==> src/rtl/dtw_pkg.sv <==
package dtw_pkg;
  localparam int NTMR = 2;

  typedef struct packed {
    logic       rdStrobe;
    logic       tmrHit;
    logic       tmrIdx;
    logic [2:0] regSel;
    logic       tmrWr;
    logic       idHit;
    logic [2:0] idIdx;
  } dtwStrobe_t;

  function automatic logic [7:0] idByte(input logic [2:0] i);
    case (i)
      3'd0: idByte = 8'h04;
      3'd1: idByte = 8'h18;
      3'd2: idByte = 8'h14;
      3'd3: idByte = 8'h00;
      3'd4: idByte = 8'h0D;
      3'd5: idByte = 8'hF0;
      3'd6: idByte = 8'h05;
      default: idByte = 8'hB1;
    endcase
  endfunction
endpackage

==> src/rtl/dtw_timer.sv <==
module dtw_timer #(
  parameter int DW = 32
) (
  input  logic          clk,
  input  logic          rstN,
  input  logic          tick,
  input  logic          wrEn,
  input  logic [2:0]    regSel,
  input  logic [DW-1:0] wdata,
  output logic [DW-1:0] rdWord,
  output logic          irq
);
  logic [DW-1:0] loadVal, count;
  logic run, autoLd, intEn, rawInt;
  logic wrLoad, wrCtrl, wrClr, expire;

  assign wrLoad = wrEn && (regSel == 3'd0);
  assign wrCtrl = wrEn && (regSel == 3'd2);
  assign wrClr  = wrEn && (regSel == 3'd3);
  assign expire = tick && run && (count == '0) && !wrLoad;

  always_ff @(posedge clk) begin
    if (!rstN) begin
      loadVal <= '0;
      count   <= '0;
      run     <= 1'b0;
      autoLd  <= 1'b0;
      intEn   <= 1'b1;
      rawInt  <= 1'b0;
    end else begin
      if (wrLoad) begin
        loadVal <= wdata;
        count   <= wdata;
      end else if (tick && run) begin
        if (count == '0) begin
          if (autoLd) count <= loadVal;
        end else begin
          count <= count - 1'b1;
        end
      end
      if (wrCtrl) begin
        run    <= wdata[0];
        autoLd <= wdata[1];
        intEn  <= wdata[2];
      end else if (expire && !autoLd) begin
        run <= 1'b0;
      end
      if (expire)     rawInt <= 1'b1;
      else if (wrClr) rawInt <= 1'b0;
    end
  end

  always_comb begin
    rdWord = '0;
    case (regSel)
      3'd0: rdWord = loadVal;
      3'd1: rdWord = count;
      3'd2: rdWord = DW'({intEn, autoLd, run});
      3'd4: rdWord = DW'(rawInt);
      3'd5: rdWord = DW'(rawInt && intEn);
      default: rdWord = '0;
    endcase
  end

  assign irq = rawInt && intEn;


  raw_needs_tick_chk: assert property (@(posedge clk) disable iff (!rstN)
    $rose(rawInt) |-> $past(tick));

  oneshot_stop_chk: assert property (@(posedge clk) disable iff (!rstN)
    (tick && run && !autoLd && count == '0 && !wrEn) |=> !run);

  no_tick_hold_chk: assert property (@(posedge clk) disable iff (!rstN)
    (!tick && !wrEn) |=> $stable(count));
endmodule

==> src/rtl/dtw_ctrl.sv <==
module dtw_ctrl
  import dtw_pkg::*;
#(
  parameter int AW = 12
) (
  input  logic          clk,
  input  logic          rstN,
  input  logic          reqValid,
  input  logic          reqWrite,
  input  logic [AW-1:0] reqAddr,
  output dtwStrobe_t    st
);
  localparam logic [AW-1:0] TMR_END = AW'(12'h040);
  localparam logic [AW-1:0] ID_BASE = AW'(12'hFE0);

  always_comb begin
    st          = '0;
    st.rdStrobe = reqValid && !reqWrite;
    st.tmrHit   = reqAddr < TMR_END;
    st.tmrIdx   = reqAddr[5];
    st.regSel   = reqAddr[4:2];
    st.tmrWr    = reqValid && reqWrite && st.tmrHit;
    st.idHit    = reqAddr >= ID_BASE;
    st.idIdx    = reqAddr[4:2];
  end


  high_write_blocked_chk: assert property (@(posedge clk) disable iff (!rstN)
    (reqValid && reqWrite && reqAddr >= TMR_END) |-> !st.tmrWr);

  region_excl_chk: assert property (@(posedge clk) disable iff (!rstN)
    $onehot0({st.tmrHit, st.idHit}));
endmodule

==> src/rtl/dtw_datapath.sv <==
module dtw_datapath
  import dtw_pkg::*;
#(
  parameter int DW = 32
) (
  input  logic            clk,
  input  logic            rstN,
  input  dtwStrobe_t      st,
  input  logic [DW-1:0]   wdata,
  input  logic [NTMR-1:0] ticks,
  output logic            rdValid,
  output logic [DW-1:0]   rdData,
  output logic [NTMR-1:0] irqVec,
  output logic            irqAny
);
  logic [DW-1:0] rdWord [NTMR];

  for (genvar g = 0; g < NTMR; g++) begin : gTmr
    localparam logic TIDX = 1'(g);
    dtw_timer #(.DW(DW)) u_tmr (
      .clk    (clk),
      .rstN   (rstN),
      .tick   (ticks[g]),
      .wrEn   (st.tmrWr && (st.tmrIdx == TIDX)),
      .regSel (st.regSel),
      .wdata  (wdata),
      .rdWord (rdWord[g]),
      .irq    (irqVec[g])
    );
  end

  always_ff @(posedge clk) begin
    if (!rstN) begin
      rdValid <= 1'b0;
      rdData  <= '0;
    end else begin
      rdValid <= st.rdStrobe;
      if (st.rdStrobe) begin
        if (st.tmrHit)     rdData <= rdWord[st.tmrIdx];
        else if (st.idHit) rdData <= DW'(idByte(st.idIdx));
        else               rdData <= '0;
      end
    end
  end

  assign irqAny = |irqVec;


  rd_latency_chk: assert property (@(posedge clk) disable iff (!rstN)
    rdValid |-> $past(st.rdStrobe));

  id_upper_zero_chk: assert property (@(posedge clk) disable iff (!rstN)
    (rdValid && $past(st.idHit) && !$past(st.tmrHit)) |-> rdData[DW-1:8] == '0);
endmodule

==> src/rtl/dual_tick_timer.sv <==
module dual_tick_timer
  import dtw_pkg::*;
#(
  parameter int AW = 12,
  parameter int DW = 32
) (
  input  logic          clk,
  input  logic          rstN,
  input  logic          reqValid,
  input  logic          reqWrite,
  input  logic [AW-1:0] reqAddr,
  input  logic [DW-1:0] reqWdata,
  input  logic          tick0,
  input  logic          tick1,
  output logic          rdValid,
  output logic [DW-1:0] rdData,
  output logic          irq0,
  output logic          irq1,
  output logic          irqAny
);
  dtwStrobe_t      st;
  logic [NTMR-1:0] irqVec;

  dtw_ctrl #(.AW(AW)) u_ctrl (
    .clk(clk), .rstN(rstN), .reqValid(reqValid), .reqWrite(reqWrite),
    .reqAddr(reqAddr), .st(st)
  );

  dtw_datapath #(.DW(DW)) u_dp (
    .clk(clk), .rstN(rstN), .st(st), .wdata(reqWdata),
    .ticks({tick1, tick0}), .rdValid(rdValid), .rdData(rdData),
    .irqVec(irqVec), .irqAny(irqAny)
  );

  assign irq0 = irqVec[0];
  assign irq1 = irqVec[1];
endmodule

==> config.mk <==
export PLATFORM = sky130hd
export DESIGN_NAME = dual_tick_timer
export DESIGN_NICKNAME = d
export VERILOG_FILES = /design/src/rtl/dtw_pkg.sv /design/src/rtl/dtw_timer.sv /design/src/rtl/dtw_ctrl.sv /design/src/rtl/dtw_datapath.sv /design/src/rtl/dual_tick_timer.sv
export SDC_FILE = /design/constraint.sdc
export NUM_CORES = 1
export LEC_CHECK = 0
export BUFFER_PORTS_ARGS = -buffer_cell sky130_fd_sc_hd__buf_2
export CORE_MARGIN = 2
export CORE_UTILIZATION = 40
export DETAILED_ROUTE_END_ITERATION = 8
export HOLD_SLACK_MARGIN = 0.03
export MAX_ROUTING_LAYER = met4
export SETUP_SLACK_MARGIN = 0.15
export SYNTH_ARGS = -nofsm -noshare
export SYNTH_HDL_FRONTEND = slang
export SYNTH_SLANG_ARGS = --single-unit
==> constraint.sdc <==
create_clock -name clk -period 4 [get_ports clk]
set_input_delay 0.6 -clock clk [delete_from_list [all_inputs] [get_ports clk]]
set_output_delay 0.6 -clock clk [all_outputs]
set_load 0.05 [all_outputs]
==> reports/metrics.csv, run 1 <==
stage,metric,value,unit
finish,Layout area overhead,12.8,%
timing,Rel. slew slack,0.185,
cts,Clock Pin Slew Worst Setup and Hold Paths,0.07,ns
finish,combined area of the multi-input logic cells,5450,sq um
cts,Num CTS Buffers,17,
timing,actual slew at the worst max-slew pin,1.21,ns
finish,Fill cells,2304,
outcome,status,finished clean,
timing,Tcrit/Tclk final,0.824,
pwr,Lkg Pwr,0.00383,uW
timing,Final min period,3.30,ns
yosys,Ys Warns,0,
yosys,average size of a mapped cell,7.76,sq um
global_route,initial antenna violation count,1,
global_route,global-route wire length before repair,53.0,mm
global_route,pin count of the biggest net entering global routing,94,
global_route,global route total overflow,0,
yosys,distinct cell type count after synthesis,69,
cts,post_cts resized,0,
cts,root buffer cell,clkbuf_16,
floorplan,core footprint,22700,sq um
timing,# setup viols final,0,
floorplan,die width,157,um
place,Post-DP HPWL,23.6,mm
route,Via density,6.32,
yosys,"EDFF count, synth",0,
yosys,Post-Syn Area,9310,sq um
cts,CTS tree,done,
yosys,post-synth top area cell,dfxtp_1,
route,TritonRoute pass-1 iters,8,
floorplan,Die ar.,24500,sq um
cts,post-CTS setup buffer count,0,
cts,Clock Latency Late Sink,0.44,ns
timing,Max Slew Vio Count,0,
place,Placed Cells,1491,
global_route,routing usage on met2,0.421,
critical_path,startpoint types,flip-flop,
global_route,Top Usage Layer GRT,met2,
place,RePlAce Congestion,0.921,
flow_run,maxcap violations,0,
cts,# hold bufs at CTS,0,
global_route,Total GRT Usage,0.288,
global_route,M3 GR Usage,0.0523,
finish,Finished Core Util,0.462,
route,via count,9627,
pwr,power density over cell area,339,nW/um^2
finish,Reg area,3380,sq um
yosys,ys async rst share,0,
yosys,Most used DFF post-synth,dfxtp_1,
floorplan,starting density of the core,0.410,
route,# DRC,0,
worst_hold_path,hold crit path type,primary input to flip-flop,
cts,maximum clock path buffer count,2,
cts,H-tree levels,4,
yosys,share of the synthesized area in the top cell type,0.363,
place,IO buf count,83,
route,number of routed nets with antenna violations,0,
cts,Sink Count,169,
route,iteration-0 DRC count of the detailed router,1122,
critical_path,Crit path max-delay family,simple AND/OR/NAND/NOR gates,
critical_path,Crit. End Element,flip-flop,
finish,Nets,1279,
timing,Setup Skew,0.0109,ns
critical_path,"most used cell, CP",or4_1,
yosys,Mapped Cells,1199,
floorplan,IO Count,86,
finish,layout cells sized above 1,0.141,
global_route,vias in the first global route,8831,
pwr,worst ir drop on vdd,179,uV
yosys,number of synthesized register bits,169,
route,Total Routed Length,33.9,mm
finish,post-route insts no fill,1523,
global_route,M1 GR Usage,0.410,
critical_path,CP arrival,3.67,ns
critical_path,"Data required, critical path",4.38,ns
route,drt wl/cell,22.2,um
critical_path,Crit Path Class,flip-flop to flip-flop,
critical_path,"Cell Chain, Critical Path",or4_1 > or4_1 > or4_1 > a21oi_1 > o21ai_0 > nand3_1,
timing,fmax,303,MHz
timing,RSZ-0062 raised after global routing,false,
timing,setup_tns,0,ns
critical_path,Worst path max stage delay,0.90,ns
critical_path,"Slowest-stage cell, CP",a21oi_1,
yosys,Post-Syn Nets,1253,
yosys,main area contributors after synthesis,"dfxtp_1 (36%), nand2_1 (7.2%), a21oi_1 (6.1%), a221oi_1 (5.6%), nor2_1 (4.5%)",
yosys,"Seq/Total Area, Yosys",0.363,
critical_path,CP Buf/Inv Count,0,
floorplan,Die H,157,um
floorplan,row count,55,
timing,final hold violations,0,
critical_path,CP Max Fanout,11,
## synth_stat cells (5+ instances only)
cell      count
a211oi_1     16
a21boi_0     17
a21o_1        5
a21oi_1     114
a221o_1      27
a221oi_1     59
a22oi_1      30
a31oi_1       8
and3_1        5
and4_1        5
buf_2         9
clkbuf_1     93
dfxtp_1     169
inv_1        14
mux2i_1       7
nand2_1     179
nand3_1      38
nand4_1      11
nor2_1      111
nor2b_1       6
nor3_1       28
nor4_1       31
o211ai_1      6
o21a_1        5
o21ai_0      36
o22ai_1       7
o32ai_1      13
or2_2         7
or3_1        17
or4_1        14
xnor2_1      22
xor2_1       16
## power breakdown
part | leakage (uW) | internal [uW] | switching [uW]
combinational | 0.00221 | 61.3 | 182
sequential | 0.00136 | 1690 | 2.11
clock | 0.000267 | 904 | 719
## per-layer routing
metal	vias up	wire, um
li1	4530	-
met1	4682	15500
met2	377	15100
met3	38	2670
met4	0	573
met5	-	0
## final cells by class
cell class	instances	area share
multi-input cells	906	0.519
diodes	1	0.000238
clock inverters	10	0.00918
flip-flops and latches	169	0.322
inverters	14	0.00513
repair buffers	117	0.0651
well taps	285	0.0340
clock buffers	21	0.0448
## placed cells by master, fill, tap and decap left out, drive strengths merged, types with 6 or more instances in the layout
cell type and instances:
mux2i 7, a21boi 17, nor2 111, nor3 30
inv 13, nor4 32, clkbuf 21, dfxtp 169
nand2 179, or4 14, xor2 16, a21oi 114
a221o 27, or3 17, a221oi 59, o211ai 6
o21ai 36, nor2b 6, a22oi 30, nand4 11
clkinv 6, a211oi 16, buf 117, o22ai 7
a31oi 8, o32ai 13, nand3 38, xnor2 22
or2 8
## registers in the layout, summed over array words and instances, names as in the netlist
name	flops
u_dp.gTmr.u_tmr.count	64
u_dp.gTmr.u_tmr.run	2
u_dp.rdValid	1
u_dp.gTmr.u_tmr.rawInt	2
u_dp.gTmr.u_tmr.autoLd	2
u_dp.gTmr.u_tmr.intEn	2
u_dp.gTmr.u_tmr.loadVal	64
u_dp.rdData	32
## path summary, 6_finish.rpt
check	start	end	slack, ns	cells after the start
worst max-delay path	u_dp.gTmr[1].u_tmr.count[16]	u_dp.gTmr[1].u_tmr.count[15]	0.70	6
worst min-delay path	reqWdata[22]	u_dp.gTmr[1].u_tmr.count[22]	0.46	2
worst max register to register	u_dp.gTmr[1].u_tmr.count[16]	u_dp.gTmr[1].u_tmr.count[15]	0.70	6
worst min register to register	u_dp.gTmr[1].u_tmr.loadVal[24]	u_dp.gTmr[1].u_tmr.loadVal[24]	0.47	2
## kinds of logic (layout without fill, tap and decap cells)
kind of cell / count (synthesis) / count (layout) / share of synthesized area
compound gates: 375 / 375 / 0.284
buf+inv: 124 / 162 / 0.0544
mux: 10 / 10 / 0.0124
flops: 169 / 169 / 0.363
other cells: 0 / 1 / 0
xor+xnor: 38 / 38 / 0.0358
fa+ha+maj: 4 / 4 / 0.00538
simple gates: 479 / 479 / 0.244
## worst reg2reg max path: stages (launching register included)
cell     delay (ns)
dfxtp_1        0.37
or4_1          0.70
or4_1          0.51
or4_1          0.41
a21oi_1        0.90
o21ai_0        0.24
nand3_1        0.11
## through the flow
| step | total power, uW | hold slack [ns] | setup WS (ns) | area [sq um] |
|---|---|---|---|---|
| after detailed placement | 1960 | 0.459 | 0.631 | 9930 |
| final | 3550 | 0.455 | 0.704 | 10500 |
| after global routing | 3660 | 0.457 | 0.511 | 10500 |
| after CTS | 3570 | 0.447 | 0.746 | 10500 |
| after global placement | 1960 | 0.453 | 0.657 | 9930 |
| after floorplan | 1850 | 0.439 | 1.18 | 9310 |
Power figures use the tool's default switching activity.
==> run 2, diff against run 1 <==
ABC_AREA = 1   (was not set)
clock period = 2.75 ns   (was 4 ns; I/O delays follow)
==> reports/metrics.csv, run 2 <==
stage,metric,value,unit,change
cts,maximum clock path buffer count,2,,unchanged
yosys,mux share of post-synthesis cell area,0,,was 0.0124
global_route,vias in the first global route,10601,,was 8831
yosys,top-count cell post-synth,nand2_1,,unchanged
yosys,Post-Syn Area,10300,sq um,was 9310 sq um
timing,fmax,439,MHz,was 303 MHz
pwr,Sw Pwr,1340,uW,was 904 uW
yosys,main area contributors after synthesis,"dfxtp_1 (33%), nand2_1 (19%), nor2_1 (9.8%), nand3_1 (7.2%), a21oi_1 (6.7%)",,"was dfxtp_1 (36%), nand2_1 (7.2%), a21oi_1 (6.1%), a221oi_1 (5.6%), nor2_1 (4.5%)"
timing,Setup Skew,0.0153,ns,was 0.0109 ns
cts,post-CTS setup buffer count,0,,unchanged
cts,Num CTS Buffers,17,,unchanged
yosys,Mapped Cells,1706,,was 1199
cts,CTS tree,done,,unchanged
global_route,initial antenna violation count,0,,was 1
yosys,"top cells by count, synth","nand2_1 (533), nor2_1 (269), dfxtp_1 (169)",,"was nand2_1 (179), dfxtp_1 (169), a21oi_1 (114)"
timing,final hold violations,0,,unchanged
outcome,status,finished clean,,unchanged
finish,Nets,1824,,was 1279
route,TritonRoute pass-1 iters,6,,was 8
worst_hold_path,hold wc startpoint,reqWdata[15],,was reqWdata[22]
floorplan,row count,58,,was 55
pwr,worst ir drop on vdd,263,uV,was 179 uV
cts,post_cts resized,0,,unchanged
finish,"most common cell after layout, fill and taps aside",nand2_1,,unchanged
floorplan,die width,164,um,was 157 um
critical_path,startpoint types,flip-flop,,unchanged
yosys,distinct cell type count after synthesis,36,,was 69
critical_path,CP Max Fanout,12,,was 11
yosys,"Seq/Total Area, Yosys",0.329,,was 0.363
cts,Clock Pin Slew Worst Setup and Hold Paths,0.07,ns,about the same
yosys,post-synth top area cell,dfxtp_1,,unchanged
route,drt wl/cell,18.5,um,was 22.2 um
route,# DRC,0,,unchanged
route,via count,11324,,was 9627
floorplan,core footprint,25200,sq um,was 22700 sq um
pwr,power share of the clock group,0.479,,was 0.457
yosys,share of the synthesized area in the top cell type,0.329,,was 0.363
pwr,Sw Ratio,0.250,,was 0.254
timing,Max Slew Vio Count,0,,unchanged
pwr,Flop pwr share,0.459,,was 0.475
critical_path,CP arrival,2.60,ns,was 3.67 ns
yosys,Most used DFF post-synth,dfxtp_1,,unchanged
cts,# hold bufs at CTS,0,,unchanged
place,Post-DP HPWL,28.9,mm,was 23.6 mm
place,RePlAce Congestion,1.00,,was 0.921
yosys,ys async rst share,0,,unchanged
route,number of routed nets with antenna violations,0,,unchanged
yosys,average size of a mapped cell,6.03,sq um,was 7.76 sq um
timing,Rel. slew slack,0.594,,was 0.185
finish,Layout area overhead,13.8,%,was 12.8%
yosys,Ys Warns,0,,unchanged
route,iteration-0 DRC count of the detailed router,1067,,was 1122
pwr,P_int,4010,uW,was 2650 uW
worst_hold_path,hold crit path type,primary input to flip-flop,,unchanged
floorplan,starting density of the core,0.409,,was 0.410
yosys,largest family of logic cells by synthesized area,simple AND/OR/NAND/NOR gates,,was compound AO/OA/AOI/OAI gates
finish,Diodes inserted,0,,was 1
pwr,Lkg Pwr,0.00564,uW,was 0.00383 uW
yosys,"EDFF count, synth",0,,unchanged
global_route,global-route wire length before repair,60.4,mm,was 53.0 mm
global_route,Total GRT Usage,0.303,,was 0.288
cts,H-tree levels,4,,unchanged
pwr,Comb pwr share,0.062,,was 0.069
timing,setup_tns,0,ns,unchanged
yosys,Post-Syn Nets,1760,,was 1253
timing,actual slew at the worst max-slew pin,0.610,ns,was 1.21 ns
floorplan,Die H,164,um,was 157 um
finish,Largest regs,"u_dp.gTmr.u_tmr.count (64), u_dp.gTmr.u_tmr.loadVal (64), u_dp.rdData (32)",,unchanged
finish,layout cells sized above 1,0.103,,was 0.141
cts,root buffer cell,clkbuf_16,,unchanged
global_route,global route total overflow,0,,unchanged
floorplan,IO Count,86,,unchanged
yosys,Compound-Gate Fraction of Synth Area,0.151,,was 0.284
flow_run,maxcap violations,0,,unchanged
critical_path,Crit. End Element,flip-flop,,unchanged
critical_path,reg2reg start,u_dp.gTmr[1].u_tmr.count[26],,was u_dp.gTmr[1].u_tmr.count[16]
floorplan,Die ar.,27000,sq um,was 24500 sq um
timing,Final Hold Slack,0.285,ns,was 0.455 ns
critical_path,CP startpoint,u_dp.gTmr[1].u_tmr.count[26],,was u_dp.gTmr[1].u_tmr.count[16]
timing,RSZ-0062 raised after global routing,false,,unchanged
yosys,Synth Area in Adders,0.00486,,was 0.00538
yosys,xor and xnor area share after synthesis,0.0238,,was 0.0358
yosys,simple-gate portion of the synthesized area,0.394,,was 0.244
finish,most frequent cells in the layout,"nand2_1 (533), nor2_1 (269), dfxtp_1 (169)",,"was nand2_1 (179), dfxtp_1 (169), a21oi_1 (114)"
global_route,pin count of the biggest net entering global routing,60,,was 94
timing,Tcrit/Tclk final,0.829,,was 0.824
yosys,number of synthesized register bits,169,,unchanged
route,Total Routed Length,39.1,mm,was 33.9 mm
critical_path,"Data required, critical path",3.07,ns,was 4.38 ns
timing,Final min period,2.28,ns,was 3.30 ns
pwr,power density over cell area,457,nW/um^2,was 339 nW/um^2
cts,Clock Latency Late Sink,0.44,ns,about the same
finish,Fill cells,2691,,was 2304
route,Via density,5.36,,was 6.32
cts,Sink Count,169,,unchanged
timing,# setup viols final,0,,unchanged
place,IO buf count,83,,unchanged
critical_path,Crit Path Class,flip-flop to flip-flop,,unchanged
## run 2: cell count changes after synthesis, sizes merged, moves of 29 or more
cell / before / now
nor4: 32 / 0
nor2: 111 / 282
clkbuf: 93 / 45
nand3: 38 / 151
a22oi: 30 / 1
nand2: 179 / 536
a221oi: 59 / 0
inv: 14 / 170
o221ai: 0 / 39
## run 2: layer usage
metal  up-vias  part of all wire  GRT usage
met2       354              0.48      0.494
met3        40             0.059     0.0407
met1      5316              0.45      0.401
met4         0             0.017     0.0692
li1       5614                 -          -
met5         -                 0          -
## run 2: final timing paths
check	endpoint	slack [ns]	cells after the start
hold / removal	u_dp.gTmr[0].u_tmr.loadVal[15]	0.29	3
hold reg to reg	u_dp.gTmr[1].u_tmr.loadVal[18]	0.46	2
setup / recovery	u_dp.gTmr[1].u_tmr.count[30]	0.47	10
setup reg to reg	u_dp.gTmr[1].u_tmr.count[30]	0.47	10
## run 2: critical path, cell delays in order, from the launching register on
cell	delay (ns)
dfxtp_1	0.36
nor2_1	0.17
nand2_1	0.13
nor2_1	0.23
nand3_1	0.10
nor2_1	0.30
nand2_1	0.46
nand3_1	0.23
nor2_1	0.06
nor2_1	0.08
nor2_1	0.04
## run 2: cell families (layout without fill, tap and decap cells)
group / after synthesis / count (layout)
and+or+nand+nor: 990 / 990
AOI/OAI and AO/OA: 266 / 266
buffers and inverters: 249 / 325
DFF: 169 / 169
xor gates and xnor gates: 28 / 28
adders and majority gates: 4 / 4
## run 2: power groups by stage
stage	clock network (uW)	logic (uW)	registers (uW)
final	2560	330	2460
after global routing	2690	346	2460
after CTS	2590	322	2460
after detailed placement	0	322	2510
after global placement	0	322	2510
after floorplan	0	137	2540
## run 2: layout make-up
cell class / instances / area (sq um) / area share
Sequential cell: 169 / 3380 / 0.289
Inverter: 171 / 647 / 0.0553
Tap cell: 330 / 413 / 0.0353
Multi-Input combinational cell: 1288 / 5900 / 0.504
Timing Repair Buffer: 123 / 753 / 0.0644
Clock buffer: 21 / 460 / 0.0393
Clock inverter: 10 / 144 / 0.0123
## run 2: metrics by stage
step	cells	power, uW	setup slack (ns)	utilization	area [sq um]
5_1_grt	2112	5490	0.281	0.465	11700
4_1_cts	2112	5370	0.469	0.465	11700
2_1_floorplan	1706	2670	1.02	-	10300
3_3_place_gp	2081	2830	0.505	0.441	11100
6_report	2112	5350	0.470	0.465	11700
3_5_place_dp	2081	2830	0.467	0.441	11100
